`src/rtl/pa_pkg.sv`:
```
package pa_pkg;
    typedef enum logic [2:0] {
        OP_NOP   = 3'd0,
        OP_ALLOC = 3'd1,
        OP_ENQ   = 3'd2,
        OP_CLEAR = 3'd3
    } op_e;

    typedef enum logic [1:0] {
        ST_IDLE       = 2'd0,
        ST_ALLOC_WAIT = 2'd1,
        ST_CLEAR      = 2'd2
    } state_e;
endpackage

```
`src/rtl/pa_ctrl.sv`:
```
module pa_ctrl
    import pa_pkg::*;
#(
    parameter int SIZE_W     = 12,
    parameter int PAGE_BYTES = 256,
    parameter int PN_W       = 3,
    parameter int NEED_W     = 5
) (
    input  logic              clk,
    input  logic              rst_n,
    input  logic              cmd_valid,
    input  logic [2:0]        cmd_op,
    input  logic [SIZE_W-1:0] alloc_bytes,
    input  logic              ack,
    input  logic              found,
    input  logic [PN_W-1:0]   found_pn,
    output logic [NEED_W-1:0] need,
    output logic              commit,
    output logic              clear_all,
    output logic              busy,
    output logic              done,
    output logic              fail,
    output logic [PN_W-1:0]   result_pn
);
    localparam int PG_SH = $clog2(PAGE_BYTES);

    state_e st, st_nxt;
    logic alloc_cmd;
    logic [NEED_W-1:0] need_raw, need_calc;

    assign alloc_cmd = cmd_valid && (cmd_op == OP_ALLOC);
    assign clear_all = cmd_valid && (cmd_op == OP_CLEAR);
    assign busy      = (st != ST_IDLE);

    // Round the byte count up to whole pages, with a minimum of one page.
    assign need_raw  = NEED_W'(alloc_bytes >> PG_SH) + NEED_W'(|alloc_bytes[PG_SH-1:0]);
    assign need_calc = (need_raw == '0) ? NEED_W'(1) : need_raw;

    always_ff @(posedge clk or negedge rst_n) begin
        if (!rst_n) st <= ST_IDLE;
        else        st <= st_nxt;
    end

    always_comb begin
        st_nxt = st;
        commit = 1'b0;
        if (clear_all) begin
            st_nxt = ST_CLEAR;
        end else if (alloc_cmd) begin
            st_nxt = ST_ALLOC_WAIT;
        end else begin
            unique case (st)
                ST_IDLE:       st_nxt = ST_IDLE;
                ST_ALLOC_WAIT: if (found) begin
                                   commit = 1'b1;
                                   st_nxt = ST_IDLE;
                               end
                ST_CLEAR:      st_nxt = ST_IDLE;
                default:       st_nxt = ST_IDLE;
            endcase
        end
    end

    always_ff @(posedge clk or negedge rst_n) begin
        if (!rst_n) begin
            need      <= NEED_W'(1);
            done      <= 1'b0;
            fail      <= 1'b0;
            result_pn <= '0;
        end else if (clear_all) begin
            done      <= 1'b0;
            fail      <= 1'b0;
            result_pn <= '0;
        end else if (alloc_cmd) begin
            need <= need_calc;
            done <= 1'b0;
            fail <= 1'b0;
        end else if (commit) begin
            done      <= 1'b1;
            fail      <= 1'b0;
            result_pn <= found_pn;
        end else begin
            if (st == ST_ALLOC_WAIT) fail <= 1'b1;
            if (ack)                 done <= 1'b0;
        end
    end

    assert_done_idle_R2: assert property (@(posedge clk) disable iff (!rst_n)
        done |-> !busy);
    assert_fail_pending_R3: assert property (@(posedge clk) disable iff (!rst_n)
        fail |-> (st == ST_ALLOC_WAIT));
    assert_restart_R12: assert property (@(posedge clk) disable iff (!rst_n)
        (alloc_cmd && !clear_all) |=> (st == ST_ALLOC_WAIT && !done && !fail));
endmodule

```
`src/rtl/pa_page_map.sv`:
```
module pa_page_map #(
    parameter int NUM_PAGES = 8,
    parameter int PN_W      = 3,
    parameter int NEED_W    = 5
) (
    input  logic              clk,
    input  logic              rst_n,
    input  logic              clear_all,
    input  logic [NEED_W-1:0] need,
    input  logic              commit,
    input  logic              rel_valid,
    input  logic [PN_W-1:0]   rel_pn,
    output logic              found,
    output logic [PN_W-1:0]   found_pn
);
    logic [NUM_PAGES-1:0] used, take_mask, free_mask;
    logic [NEED_W-1:0]    run_len [NUM_PAGES];
    logic [NEED_W-1:0]    rel_len;
    logic                 fits;

    // Lowest-indexed contiguous run of free pages long enough for the request.
    always_comb begin
        found    = 1'b0;
        found_pn = '0;
        fits     = 1'b0;
        for (int s = 0; s < NUM_PAGES; s++) begin
            fits = (s + int'(need)) <= NUM_PAGES;
            for (int p = 0; p < NUM_PAGES; p++)
                if (p >= s && p < s + int'(need) && used[p]) fits = 1'b0;
            if (fits && !found) begin
                found    = 1'b1;
                found_pn = PN_W'(s);
            end
        end
    end

    assign rel_len = run_len[rel_pn];

    generate
        for (genvar g = 0; g < NUM_PAGES; g++) begin : g_mask
            assign take_mask[g] = (g >= int'(found_pn)) && (g < int'(found_pn) + int'(need));
            assign free_mask[g] = rel_valid && (g >= int'(rel_pn)) &&
                                  (g < int'(rel_pn) + int'(rel_len));
        end
    endgenerate

    always_ff @(posedge clk or negedge rst_n) begin
        if (!rst_n) begin
            used <= '0;
            for (int i = 0; i < NUM_PAGES; i++) run_len[i] <= '0;
        end else if (clear_all) begin
            used <= '0;
            for (int i = 0; i < NUM_PAGES; i++) run_len[i] <= '0;
        end else begin
            used <= (used & ~free_mask) | (commit ? take_mask : '0);
            if (rel_valid) run_len[rel_pn] <= '0;
            if (commit)    run_len[found_pn] <= need;
        end
    end

    assert_take_free_R2: assert property (@(posedge clk) disable iff (!rst_n)
        commit |-> ((used & take_mask) == '0));
    assert_free_owned_R9: assert property (@(posedge clk) disable iff (!rst_n)
        ((free_mask & ~used) == '0));
endmodule

```
`src/rtl/pa_tx_fifo.sv`:
```
module pa_tx_fifo #(
    parameter int DEPTH = 4,
    parameter int W     = 3
) (
    input  logic         clk,
    input  logic         rst_n,
    input  logic         clear,
    input  logic         push,
    input  logic [W-1:0] din,
    input  logic         pop,
    output logic [W-1:0] dout,
    output logic         empty,
    output logic         ovf
);
    localparam int AW = $clog2(DEPTH);
    localparam int CW = $clog2(DEPTH + 1);

    logic [W-1:0]  mem [DEPTH];
    logic [AW-1:0] wp, rp;
    logic [CW-1:0] cnt;
    logic          full, push_ok;

    assign full    = (cnt == CW'(DEPTH));
    assign empty   = (cnt == '0);
    assign push_ok = push && !full;
    assign dout    = mem[rp];

    always_ff @(posedge clk) begin
        if (push_ok) mem[wp] <= din;
    end

    always_ff @(posedge clk or negedge rst_n) begin
        if (!rst_n) begin
            wp <= '0; rp <= '0; cnt <= '0; ovf <= 1'b0;
        end else if (clear) begin
            wp <= '0; rp <= '0; cnt <= '0; ovf <= 1'b0;
        end else begin
            if (push_ok) wp <= (wp == AW'(DEPTH - 1)) ? '0 : wp + 1'b1;
            if (pop)     rp <= (rp == AW'(DEPTH - 1)) ? '0 : rp + 1'b1;
            cnt <= cnt + CW'(push_ok) - CW'(pop);
            if (push && full) ovf <= 1'b1;
        end
    end

    assert_pop_nonempty_R7: assert property (@(posedge clk) disable iff (!rst_n)
        pop |-> !empty);
    assert_ovf_sticky_R8: assert property (@(posedge clk) disable iff (!rst_n)
        (ovf && !clear) |=> ovf);
    assert_no_overflow_R8: assert property (@(posedge clk) disable iff (!rst_n)
        cnt <= CW'(DEPTH));
endmodule

```
`src/rtl/pkt_page_alloc.sv`:
```
module pkt_page_alloc
    import pa_pkg::*;
#(
    parameter int NUM_PAGES  = 8,
    parameter int PAGE_BYTES = 256,
    parameter int SIZE_W     = 12,
    parameter int FIFO_DEPTH = 4,
    localparam int PN_W      = $clog2(NUM_PAGES),
    localparam int NEED_W    = SIZE_W - $clog2(PAGE_BYTES) + 1
) (
    input  logic              clk,
    input  logic              rst_n,
    input  logic              cmd_valid,
    input  logic [2:0]        cmd_op,
    input  logic [SIZE_W-1:0] alloc_bytes,
    input  logic              pnum_wr,
    input  logic [PN_W-1:0]   pnum_wdata,
    input  logic              ack_wr,
    input  logic              irq_en,
    output logic              busy,
    output logic [PN_W-1:0]   result_pn,
    output logic              result_fail,
    output logic              done,
    output logic              irq,
    output logic              tx_ovf,
    input  logic              tx_en,
    input  logic              half_duplex,
    input  logic              defer_ok,
    input  logic              mac_ready,
    output logic              mac_valid,
    output logic [PN_W-1:0]   mac_pn,
    input  logic              rel_valid,
    input  logic [PN_W-1:0]   rel_pn
);
    logic [NEED_W-1:0] need;
    logic              commit, clear_all, found, q_empty, q_pop, enq;
    logic [PN_W-1:0]   found_pn, pnum_reg;

    always_ff @(posedge clk or negedge rst_n) begin
        if (!rst_n)       pnum_reg <= '0;
        else if (pnum_wr) pnum_reg <= pnum_wdata;
    end

    assign enq       = cmd_valid && (cmd_op == OP_ENQ);
    assign mac_valid = !q_empty && tx_en && (!half_duplex || defer_ok);
    assign q_pop     = mac_valid && mac_ready;
    assign irq       = done && irq_en;

    pa_ctrl #(.SIZE_W(SIZE_W), .PAGE_BYTES(PAGE_BYTES), .PN_W(PN_W), .NEED_W(NEED_W)) u_ctrl (
        .clk(clk), .rst_n(rst_n), .cmd_valid(cmd_valid), .cmd_op(cmd_op),
        .alloc_bytes(alloc_bytes), .ack(ack_wr), .found(found), .found_pn(found_pn),
        .need(need), .commit(commit), .clear_all(clear_all), .busy(busy),
        .done(done), .fail(result_fail), .result_pn(result_pn)
    );

    pa_page_map #(.NUM_PAGES(NUM_PAGES), .PN_W(PN_W), .NEED_W(NEED_W)) u_map (
        .clk(clk), .rst_n(rst_n), .clear_all(clear_all), .need(need), .commit(commit),
        .rel_valid(rel_valid), .rel_pn(rel_pn), .found(found), .found_pn(found_pn)
    );

    pa_tx_fifo #(.DEPTH(FIFO_DEPTH), .W(PN_W)) u_fifo (
        .clk(clk), .rst_n(rst_n), .clear(clear_all), .push(enq), .din(pnum_reg),
        .pop(q_pop), .dout(mac_pn), .empty(q_empty), .ovf(tx_ovf)
    );

    assert_handoff_gate_R7: assert property (@(posedge clk) disable iff (!rst_n)
        mac_valid |-> (tx_en && (!half_duplex || defer_ok)));
    assert_irq_masked_R4: assert property (@(posedge clk) disable iff (!rst_n)
        !irq_en |-> !irq);
endmodule

```
`config.mk`:
```
export PLATFORM = sky130hd
export DESIGN_NAME = pkt_page_alloc
export DESIGN_NICKNAME = d
export VERILOG_FILES = /design/src/rtl/pa_pkg.sv /design/src/rtl/pa_ctrl.sv /design/src/rtl/pa_page_map.sv /design/src/rtl/pa_tx_fifo.sv /design/src/rtl/pkt_page_alloc.sv
export SDC_FILE = /design/constraint.sdc
export NUM_CORES = 1
export LEC_CHECK = 0
export BUFFER_PORTS_ARGS = -buffer_cell sky130_fd_sc_hd__buf_2
export CELL_PAD_IN_SITES_DETAIL_PLACEMENT = 1
export CELL_PAD_IN_SITES_GLOBAL_PLACEMENT = 1
export CORE_UTILIZATION = 39
export CTS_CLUSTER_DIAMETER = 120
export DETAILED_ROUTE_END_ITERATION = 8
export GPL_TIMING_DRIVEN = 0
export PLACE_DENSITY_LB_ADDON = 0.1
export SLEW_MARGIN = 30
export SYNTH_ARGS = -nofsm -noshare
export SYNTH_HDL_FRONTEND = slang
export SYNTH_SLANG_ARGS = --single-unit
```
`constraint.sdc`:
```
create_clock -name clk -period 6.5 [get_ports clk]
set_input_delay 1.3 -clock clk [delete_from_list [all_inputs] [get_ports clk]]
set_output_delay 1.3 -clock clk [all_outputs]
set_load 0.005 [all_outputs]
```
**Word level (Yosys, flattened, before mapping)**

Memory sizes are Yosys's and may differ from the RTL's.
Cells that the tools add are included.

- $add $sub $neg: 14
- Magnitude comparators: 78
- Equality and inequality tests: 9
- Muxes and demuxes: 96
- Bitwise gates (word level): 8
- Reductions and logical operators: 99

Operators with widths:

| operator | count |
|---|---|
| 4-bit by 32-bit < comparator with 1-bit output (first input constant) | 30 |
| 3-bit by 32-bit < comparator with 1-bit output (first input constant) | 9 |
| 32-bit by 5-bit <= comparator with 1-bit output (second input constant) | 7 |
| 40-bit two-way mux | 4 |
| 2-bit by 32-bit < comparator with 1-bit output (first input constant) | 3 |
| 1-bit logical AND | 76 |
| 1-bit by 32-bit < comparator with 1-bit output (first input constant) | 2 |
| 1-bit two-way mux | 61 |
| 40-bit bitwise AND | 1 |
| 40-bit bitwise mux | 1 |
| 40-bit NOT | 1 |
| 5-bit demux with 3-bit select | 2 |
| 3-bit two-way mux | 10 |
| 5-bit two-way mux | 5 |
| 3-bit by 5-bit adder with 6-bit output (first input constant) | 4 |
| 3-bit by 5-bit < comparator with 1-bit output (first input constant) | 4 |
| 2-bit two-way mux | 10 |
| 3-bit greater-or-equal comparator (first input constant) | 6 |
| 8-bit two-way mux | 2 |
| 5-bit binary-select mux with 3-bit select | 1 |
| 2-bit by 5-bit adder with 6-bit output (first input constant) | 2 |
| 3-bit by 5-bit adder with 6-bit output | 2 |
| 1-bit by 3-bit greater-or-equal comparator with 1-bit output (first input constant) | 4 |
| 2-bit by 3-bit greater-or-equal comparator with 1-bit output (first input constant) | 4 |
| 30 further kinds | 53 |

- Register bits after elaboration: 71
- RAM bits: 12
- Bits of input ports: 32
- Logic and storage cells: 324
- Memories: 1

Memories:

| name | depth | width | rd ports | clocked after memory_dff | write ports | line | RTL |
|---|---|---|---|---|---|---|---|
| u_fifo.mem | 4 | 3 | 1 | 0 | 1 | pa_tx_fifo.sv:18 | `logic [W-1:0] mem [DEPTH];` |

**Longest topological paths before layout**

Gate-level depths: netlist (run 1).

- Depth in word-level cells: 40
- Gate-level depth with buffers: 19
- Depth with buffers taken out: 16

**By module**

From an unflattened synthesis (run 1), not the netlist that was laid out.

- Cell total of the unflattened synthesis: 559
- Area total of the unflattened synthesis: 5,627.9 um2

By module, submodules not included:

| module | times used | cells each | area each (um2) | sequential area each (um2) |
|---|---|---|---|---|
| pa_page_map | 1 | 424 | 3,897.5 | 1,201.2 |
| pa_tx_fifo | 1 | 63 | 934.6 | 560.5 |
| pa_ctrl | 1 | 61 | 633.1 | 301.5 |
| pkt_page_alloc | 1 | 11 | 162.7 | 75.1 |

**Worst setup path before layout (run 1)**

No wires, ideal clock.

- Path kind: input-to-reg
- Start point: input rel_pn[0]
- End point: register u_map.used[0]
- Setup time: 0.085 ns
- Arrival time: 4.299 ns
- Path slack: 2.116 ns
- Stages: 10
- Path buffers: 2
- Cell sequence: buf_2 clkbuf_1 mux4_2 mux2_2 fa_1 or4_1 a211o_1 nor4_1 o211ai_1 o21ai_0

- Word-level cells in the longest chain between the ends: 11

RTL lines:

| element | line | RTL |
|---|---|---|
| start: declaration | pkt_page_alloc.sv:33 | `input logic [PN_W-1:0] rel_pn` |
| 3-bit NOT with 4-bit output (implied by the code) | pa_page_map.sv:37 | `assign rel_len = run_len[rel_pn];` |
| 5-bit binary-select mux with 3-bit select | pa_page_map.sv:37 |  |
| 5-bit two-way mux (implied by the code) (2 in series) | pa_page_map.sv:37 |  |
| 3-bit by 5-bit adder with 6-bit output | pa_page_map.sv:43 | `(g < int'(rel_pn) + int'(rel_len));` |
| 1-bit by 32-bit < comparator with 1-bit output | pa_page_map.sv:43 |  |
| 1-bit logical AND (*) | pa_page_map.sv:42 | `assign free_mask[g] = rel_valid && (g >= int'(rel_pn)) &&` |
| 8-bit NOT (*) | pa_page_map.sv:55 | `used <= (used & ~free_mask) \| (commit ? take_mask : '0);` |
| 8-bit bitwise AND (*) | pa_page_map.sv:55 |  |
| 8-bit bitwise OR (*) | pa_page_map.sv:55 |  |
| 8-bit two-way mux (*) | pa_page_map.sv:51 | `end else if (clear_all) begin` |
| end signal: assignment | pa_page_map.sv:55 |  |
| end: declaration | pa_page_map.sv:16 | `logic [NUM_PAGES-1:0] used, take_mask, free_mask;` |

Mark *: on every way between the ends. The rest lies on a longest branch, timed or not. The select of a mux whose other input is x is not followed.
A chain may end at the register's enable or synchronous reset.

**Final worst setup path (run 1)**

- Start point: register u_ctrl.need[0]
- End point: register u_map.used[1]

- Word-level cells in the longest chain between the ends: 39

RTL lines:

| element | line | RTL |
|---|---|---|
| start: declaration | pa_ctrl.sv:17 | `output logic [NEED_W-1:0] need,` |
| start signal: assignment | pa_ctrl.sv:75 | `need <= need_calc;` |
| parallel branches: the longest is 36 deep, another holds 2-bit by 32-bit < comparator with 1-bit output | - |  |
| 8-bit two-way mux (*) | pa_page_map.sv:55 |  |
| 8-bit bitwise OR (*) | pa_page_map.sv:55 |  |
| 8-bit two-way mux (*) | pa_page_map.sv:51 |  |

Every way passes the cells marked *.

==> results of run 1 <==
area by class of cell:
type	count	area [um^2]	area share
Tap cell	176	220	0.0358
Inverter	18	67.6	0.0110
Sequential cell	83	2140	0.347
Clock inverter	6	63.8	0.0104
Buffer	27	140	0.0228
Clock buffer	10	229	0.0372
Timing Repair Buffer	43	233	0.0378
Multi-Input combinational cell	408	3060	0.498
per-stage QoR:
step	worst slack [ps]	power (mW)	util	hold WS (ps)
after detailed placement	1230	1.86	0.437	487
after CTS	1190	2.38	0.459	503
final	1120	2.38	0.459	501
after global routing	736	2.54	0.459	546
after floorplan	2120	1.52	-	464
after global placement	1250	1.82	0.436	474
final timing paths:
check	end	slack, ps	cells past startpoint
max	u_map.used[1]	1120	18
min	u_fifo.ovf	500	2
max reg2reg	u_map.used[1]	1120	18
min reg2reg	u_fifo.ovf	500	2
max in group asynchronous	u_ctrl.result_pn[1]	5010	2
min in group asynchronous	u_ctrl.need[1]	900	1
per-layer routing:
| layer | share of wire | GRT usage | up-vias |
|---|---|---|---|
| met2 | 0.47 | 0.375 | 97 |
| met4 | 0.012 | 0.0648 | 0 |
| li1 | - | - | 2060 |
| met3 | 0.041 | 0.0375 | 16 |
| met1 | 0.47 | 0.331 | 2225 |
| met5 | 0 | 0 | - |
cells in the mapped netlist, types with 11 or more instances:
cell      count  area [um^2]
nor2_1       18         67.6
nand2_1      73          274
ha_1         32          400
nor2b_1      11         68.8
dfrtp_1      70         1750
o21ai_0      27          135
nand3_1      16         80.1
edfxtp_1     12          360
xnor2_1      11         96.3
mux2i_1      32          320
a21oi_1      34          170
inv_1        17         63.8
mux4_2       13          293
and2_1       14         87.6
clkbuf_1     14         52.6
power by group through the flow:
| stage | Clock (mW) | Sequential (mW) | Combinational, mW |
|---|---|---|---|
| after global routing | 0.545 | 0.748 | 1.25 |
| final | 0.517 | 0.735 | 1.13 |
| after global placement | 0 | 0.735 | 1.08 |
| after detailed placement | 0 | 0.743 | 1.11 |
| after floorplan | 0 | 0.704 | 0.815 |
| after CTS | 0.525 | 0.734 | 1.12 |
cells by family (layout without fill, tap and decap cells):
group / Yosys count / after routing / synth area share
AO/OA/AOI/OAI: 114 / 114 / 0.142
adder cells (fa/ha/maj): 35 / 35 / 0.0851
XOR/XNOR: 14 / 14 / 0.0227
flip-flops: 83 / 83 / 0.395
AND/OR/NAND/NOR: 191 / 191 / 0.185
multiplexers: 54 / 54 / 0.132
buffers and inverters: 45 / 104 / 0.0384
tightest hold or removal path, stage by stage, from the launching register on:
cell and delay, ps:
dfrtp_1 350, a21oi_1 50, nor2_1 70
==> results.yml, run 1 <==
power:
  p_int_mw: 1.37
  p_sw_frac: 0.425
  ir_drop_mv: 0.143
  power_density_nw_per_um2: 386
  pwr-share-comb: 0.473
  p_leak_nw: 2.73
  p_seq_frac: 0.309
  clockPowerShare: 0.218
  netSwitchingPower_mw: 1.01
timing:
  setup_tns_ps: 0
  tightest_slew_ps: 1000
  setup_violations: 0
  hold_violations: 0
  slew_violations: 0
  fin_skew_ps: 6.02
  rsz0062_at_grt: "no"
  fmax_ghz: 0.186
  min_period_ps: 5380
  slew_headroom: 0.325
  min_period_over_period: 0.828
floorplan:
  io_pins: 44
  die_y_um: 120
  core_area_um2: 13400
  dieWidth_um: 120
  rows: 42
  initial_utilization: 0.404
  die_area_um2: 14300
grt:
  grt_pass1_vias: 4598
  track_usage: 0.235
  grt_max_degree: 42
  overflow: 0
  grt_pass1_wl_mm: 25.8
  antenna_found_initial: 0
placement:
  dpl_cell_area_um2: 5860
  place.detailed.hpwl_mm: 11.9
  numPlacedInstances: 755
  gp_congestion: 0.828
  port_buffers: 42
finish:
  final_cell_mix: "nand2_1 (73), dfrtp_1 (70), buf_2 (48), a21oi_1 (34)"
  layout_commonest_cell: "nand2_1"
  fin_cells: 771
  final_nets: 657
  final_area_um2: 6150
  area_delta_synth_final_pct: 13.8
  largest_reg_flops: 40
  drive_gt1_frac: 0.183
  top_register: "u_map.run_len"
  largestRegisters: "u_map.run_len: 40 flops, u_fifo.mem: 12 flops, u_map.used: 8 flops"
  diodes: 0
  fillers: 1542
clock_tree:
  numCtsBuffers: 9
  root_buffer: "clkbuf_16"
  clk_latency_ps: 340
  clockBufferDepth: 2
  path_clk_slew_ps: 60
  cts_resized: 0
  cts_tree: "yes"
  ctsHoldBuffers: 0
  cts.sinks: 83
  cts_setup_buffers: 0
  cts-htree-levels: 3
worst_setup_path:
  critPathKind: "flip-flop to flip-flop"
  cp_num_buf_inv: 3
  crit_path_start: "u_ctrl.need[0]"
  crit_chain: "buf_2 > buf_2 > inv_1 > ha_1 > nand2b_1 > or4_1 > a31oi_1 > a21boi_1 > nor3b_4 > a21o_1 > ha_1 > fa_1 > a21oi_1 > a31oi_1 > nor3_1 > nand2_1 > o211ai_1 > a21oi_1"
  r2r_start: "u_ctrl.need[0]"
  slowest_delay_ps: 620
  cp_slowest_cell: "dfstp_2"
  crit_family: "simple AND/OR/NAND/NOR gates"
  cp.required_ps: 6700
  cp.arrival_ps: 5590
  cp-start-kind: "flip-flop"
  path_max_fanout: 10
  cp-end-kind: "flip-flop"
synth:
  synth-seq-area-share: 0.395
  synth_area_um2: 5410
  synth_nets: 603
  ys_warn_count: 0
  syn_inst: 536
  synth.avg_cell_area_um2: 10.1
  ys_seq_elements: 83
  ys_types: 74
  async_flop_share: 0.855
  synthFlopType: "dfrtp_1"
  synth_edf_count: 12
detailed_routing:
  wire_per_inst_um: 20.4
  drtIter0Drc: 271
  ant_nets: 0
  post-route-drc-count: 0
  vias_per_cell: 5.70
  totalWireLength_mm: 15.7
  vias: 4398
  drt_first_pass_iters: 4
hold_path:
  hp-start: "u_fifo.ovf"
  hold_path_class: "flip-flop to flip-flop"
run:
  cap_violations: 0
outcome:
  status: "completed"
Note: power is estimated with default switching activity, not from simulation.
==> inputs of run 2 (changes only) <==
==> constraint.sdc (replaced) <==
create_clock -name clk -period 5.1 [get_ports clk]
set_input_delay 1.02 -clock clk [delete_from_list [all_inputs] [get_ports clk]]
set_output_delay 1.02 -clock clk [all_outputs]
set_load 0.005 [all_outputs]
==> run 2 against run 1 <==
Via count increased by 0.16%. Largest power group unchanged. Clock skew barely moved. Clock power grew 27%. Critical path type unchanged. Flip-flop and latch count did not move.
==> results.yml, run 2 (same netlist as run 1, synthesis figures left out) <==
outcome:
  status: "completed"
placement:
  gp_congestion: 0.828
  dpl_cell_area_um2: 5860
  numPlacedInstances: 755
  place.detailed.hpwl_mm: 11.9
  port_buffers: 42
floorplan:
  die_y_um: 120
  dieWidth_um: 120
  io_pins: 44
  die_area_um2: 14300
  core_area_um2: 13400
  rows: 42
  initial_utilization: 0.404
detailed_routing:
  vias_per_cell: 5.69
  ant_nets: 0
  vias: 4405
  wire_per_inst_um: 20.4
  post-route-drc-count: 0
  drtIter0Drc: 308
  totalWireLength_mm: 15.8
  drt_first_pass_iters: 5
grt:
  grt_pass1_vias: 4598
  grt_pass1_wl_mm: 25.8
  overflow: 0
  track_usage: 0.235
  antenna_found_initial: 0
  grt_max_degree: 42
worst_setup_path:
  critPathKind: "flip-flop to flip-flop"
  cp-start-kind: "flip-flop"
  cp.required_ps: 5300
  cp.arrival_ps: 5100
  rr_worst_depth: 19
  cp-end-kind: "flip-flop"
  path_max_fanout: 10
  regToRegSetupSlack_ps: 200
finish:
  top_register: "u_map.run_len"
  diodes: 0
  area_delta_synth_final_pct: 14.7
  final_cell_mix: "nand2_1 (73), dfrtp_1 (70), buf_2 (46), a21oi_1 (34)"
  multi_input_area_um2: 3080
  fin_cells: 774
  drive_gt1_frac: 0.196
  final_nets: 660
  largest_reg_flops: 40
  seqCellArea_um2: 2140
  layout_commonest_cell: "nand2_1"
  largestRegisters: "u_map.run_len: 40 flops, u_fifo.mem: 12 flops, u_map.used: 8 flops"
  final_area_um2: 6200
  fillers: 1541
clock_tree:
  path_clk_slew_ps: 60
  ctsHoldBuffers: 0
  cts-htree-levels: 3
  clk_latency_ps: 340
  clockBufferDepth: 2
  cts_tree: "yes"
  cts.sinks: 83
  root_buffer: "clkbuf_16"
  numCtsBuffers: 9
timing:
  setup_tns_ps: 0
  slew_headroom: 0.357
  min_period_over_period: 0.960
  fin_skew_ps: 5.78
  hold_violations: 0
  setup_violations: 0
  min_period_ps: 4900
  tightest_slew_ps: 958
  fmax_ghz: 0.204
  slew_violations: 0
power:
  power_density_nw_per_um2: 496
  ir_drop_mv: 0.181
  p_leak_nw: 2.75
hold_path:
  hold_path_class: "flip-flop to flip-flop"
  whs_path_depth: 2
run:
  cap_violations: 0
run 2: cell types whose count changed in the layout (fill, tap and decap cells not counted):
cell	change
a31oi_2	+1
clkbuf_4	+2
clkbuf_1	-1
a21boi_1	-1
a31oi_1	-1
clkbuf_2	+1
nor3_1	-1
nor4_2	+1
a21boi_2	+1
buf_2	-2
buf_4	+3
nor3_2	+1
nor4_1	-1
run 2: final cells by class:
class	instances	area share
multi-input cells	408	0.497
flip-flops and latches	83	0.345
clock buffers	10	0.0369
well taps	176	0.0355
plain buffers	27	0.0236
inverters	18	0.0109
clock inverters	6	0.0103
repair buffers	46	0.0411
run 2: worst paths after layout:
kind,startpoint,to
max,u_ctrl.need[0],u_map.used[1]
min,u_fifo.ovf,u_fifo.ovf
max reg2reg,u_ctrl.need[0],u_map.used[1]
min reg2reg,u_fifo.ovf,u_fifo.ovf
max in group asynchronous,rst_n,u_ctrl.result_pn[1]
min in group asynchronous,rst_n,u_ctrl.need[1]
run 2: where the power goes:
| group | internal (mW) | switching [mW] | total (mW) | leakage (nW) |
|---|---|---|---|---|
| registers | 0.799 | 0.136 | 0.935 | 1.06 |
| clock network | 0.380 | 0.278 | 0.657 | 0.140 |
| logic | 0.595 | 0.893 | 1.49 | 1.55 |
run 2: critical path, cell delays in order (launching register included):
cell	delay, ps
dfstp_2	620
clkbuf_4	230
clkbuf_4	240
inv_1	110
ha_1	390
nand2b_1	200
or4_1	490
a31oi_2	240
a21boi_2	160
nor3b_4	240
a21o_1	200
ha_1	220
fa_1	410
a21oi_1	150
a31oi_1	110
nor3_2	170
buf_4	170
nand2_1	100
o211ai_1	190
a21oi_1	80
run 2: per-layer routing:
metal  GRT usage  vias up  routed length (um)
met3      0.0375       13                 685
met1       0.331     2215                7460
met2       0.375      113                7500
met4      0.0648        0                 183
li1            -     2064                   -
met5           0        -                   0
run 2: what timing repair did:
item	in CTS	in global routing
pin swaps	0	1
gates resized for setup	1	7
setup buffers	0	3
endpoints found under the setup margin	6	8
run 2: per-stage QoR:
step | utilization | hold slack (ps) | total power [mW] | setup slack, ps
2_1_floorplan | - | 464 | 1.93 | 738
3_3_place_gp | 0.436 | 474 | 2.31 | -147
3_5_place_dp | 0.437 | 487 | 2.37 | -171
4_1_cts | 0.460 | 503 | 3.04 | 5.27
5_1_grt | 0.463 | 546 | 3.29 | -22.6
6_report | 0.463 | 501 | 3.08 | 202
==> inputs of run 3 (changes only) <==
--- a/config.mk
+++ b/config.mk
@@ -13,6 +13,7 @@
 export DETAILED_ROUTE_END_ITERATION = 8
 export GPL_TIMING_DRIVEN = 0
 export PLACE_DENSITY_LB_ADDON = 0.1
+export RECOVER_POWER = 50
 export SLEW_MARGIN = 30
 export SYNTH_ARGS = -nofsm -noshare
 export SYNTH_HDL_FRONTEND = slang
==> run 3 against run 2 <==
The flow now finishes with violations (max-capacitance violations, max-slew violations). Non-clock buffer count stayed put. Final area is 0.34% lower. Clock skew barely moved. Highest routed layer unchanged.
==> results.yml, run 3 (same netlist as run 1, synthesis figures left out) <==
clock_tree:
  root_buffer: "clkbuf_16"
  clk_latency_ps: 340
  path_clk_slew_ps: 60
  ctsHoldBuffers: 0
  clockBufferDepth: 2
  cts.sinks: 83
  cts_tree: "yes"
  numCtsBuffers: 9
  cts-htree-levels: 3
worst_setup_path:
  crit_chain: "clkbuf_4 > clkbuf_4 > inv_1 > ha_1 > nand2b_1 > or4_1 > a31oi_2 > a21boi_2 > nor3b_4 > a21o_1 > ha_1 > fa_1 > a21oi_1 > a31oi_1 > nor3_2 > buf_4 > nand2_1 > o211ai_1 > a21oi_1"
  cp_num_buf_inv: 4
  crit_family: "simple AND/OR/NAND/NOR gates"
  slowest_delay_ps: 620
  cp.arrival_ps: 5100
  cp_slowest_cell: "dfstp_2"
  cp-start-kind: "flip-flop"
  cp-end-kind: "flip-flop"
  path_max_fanout: 10
  critPathKind: "flip-flop to flip-flop"
  cp.required_ps: 5300
power:
  power_density_nw_per_um2: 498
  totalPowerFinal_mw: 3.08
  p_leak_nw: 2.74
  ir_drop_mv: 0.181
detailed_routing:
  drt_first_pass_iters: 5
  drtIter0Drc: 312
  totalWireLength_mm: 15.8
  wire_per_inst_um: 20.5
  vias_per_cell: 5.69
  post-route-drc-count: 0
  ant_nets: 0
  vias: 4407
floorplan:
  die_area_um2: 14300
  rows: 42
  initial_utilization: 0.404
  dieWidth_um: 120
  io_pins: 44
  die_y_um: 120
  core_area_um2: 13400
placement:
  gp_congestion: 0.828
  place.detailed.hpwl_mm: 11.9
  port_buffers: 42
  dpl_cell_area_um2: 5860
  numPlacedInstances: 755
outcome:
  status: "finished with violations"
  violations: "max-capacitance violations, max-slew violations"
finish:
  area_delta_synth_final_pct: 14.3
  largestRegisters: "u_map.run_len: 40 flops, u_fifo.mem: 12 flops, u_map.used: 8 flops"
  top_register: "u_map.run_len"
  largest_reg_flops: 40
  drive_gt1_frac: 0.191
  fin_cells: 774
  final_area_um2: 6180
  final_nets: 660
  diodes: 0
  fin_util: 0.461
  final_cell_mix: "nand2_1 (73), dfrtp_1 (70), buf_2 (45), a21oi_1 (34)"
  layout_commonest_cell: "nand2_1"
timing:
  hold_violations: 0
  setup_violations: 0
  min_period_ps: 4900
  slew_headroom: -0.525
  fmax_ghz: 0.204
  setup_tns_ps: 0
  slew_violations: 74
  fin_skew_ps: 5.60
  min_period_over_period: 0.961
  tightest_slew_ps: 2290
grt:
  grt_max_degree: 42
  grt_pass1_vias: 4598
  antenna_found_initial: 0
  grt_pass1_wl_mm: 25.8
  track_usage: 0.235
  overflow: 0
hold_path:
  hold_path_class: "flip-flop to flip-flop"
run:
  cap_violations: 2
[run 3: cell types whose count changed in the layout (fill, tap and decap cells not counted), sizes merged]
cell	before	now
clkbuf	26	29
buf	57	54
[run 3: worst paths after layout]
kind                       cells past startpoint  slack [ps]             endpoint           start
setup reg to reg                              19         200        u_map.used[1]  u_ctrl.need[0]
hold reg to reg                                2         500           u_fifo.ovf      u_fifo.ovf
min in group asynchronous                      1        1160       u_ctrl.need[1]           rst_n
setup / recovery                              19         200        u_map.used[1]  u_ctrl.need[0]
hold / removal                                 2         500           u_fifo.ovf      u_fifo.ovf
max in group asynchronous                      2        1030  u_ctrl.result_pn[1]           rst_n
[run 3: worst min-delay path: stages (launching register included)]
cell     delay, ps
dfrtp_1        350
a21oi_1         50
nor2_1          70
[run 3: stage by stage]
stage          setup WS (ps)  hold WS, ps
5_1_grt                -22.6          546
3_5_place_dp            -171          487
3_3_place_gp            -147          474
2_1_floorplan            738          464
4_1_cts                 5.27          503
6_report                 201          501
[run 3: where the power goes]
group	internal (mW)	leakage (nW)	switching, mW	total (mW)
Clock	0.380	0.140	0.278	0.658
Combinational	0.593	1.54	0.894	1.49
Sequential	0.799	1.06	0.136	0.935
[run 3: repair_timing]
item,CTS,global route
setup endpoints to repair,6,8
setup buffers,0,3
pin swaps,0,1
gates resized for setup,1,7
[run 3: cell type report]
| class | instances | area (um^2) |
|---|---|---|
| flip-flops and latches | 83 | 2140 |
| repair buffers | 46 | 234 |
| plain buffers | 27 | 146 |
| clock inverters | 6 | 63.8 |
| clock buffers | 10 | 229 |
| multi-input cells | 408 | 3080 |
| fillers | 1544 | 7220 |
| well taps | 176 | 220 |
| inverters | 18 | 67.6 |
[run 3: metal layers]
metal	wire (um)	track usage	share of wire
met5	0	0	0
met1	7480	0.331	0.47
met2	7500	0.375	0.47
met4	183	0.0648	0.012
met3	664	0.0375	0.042
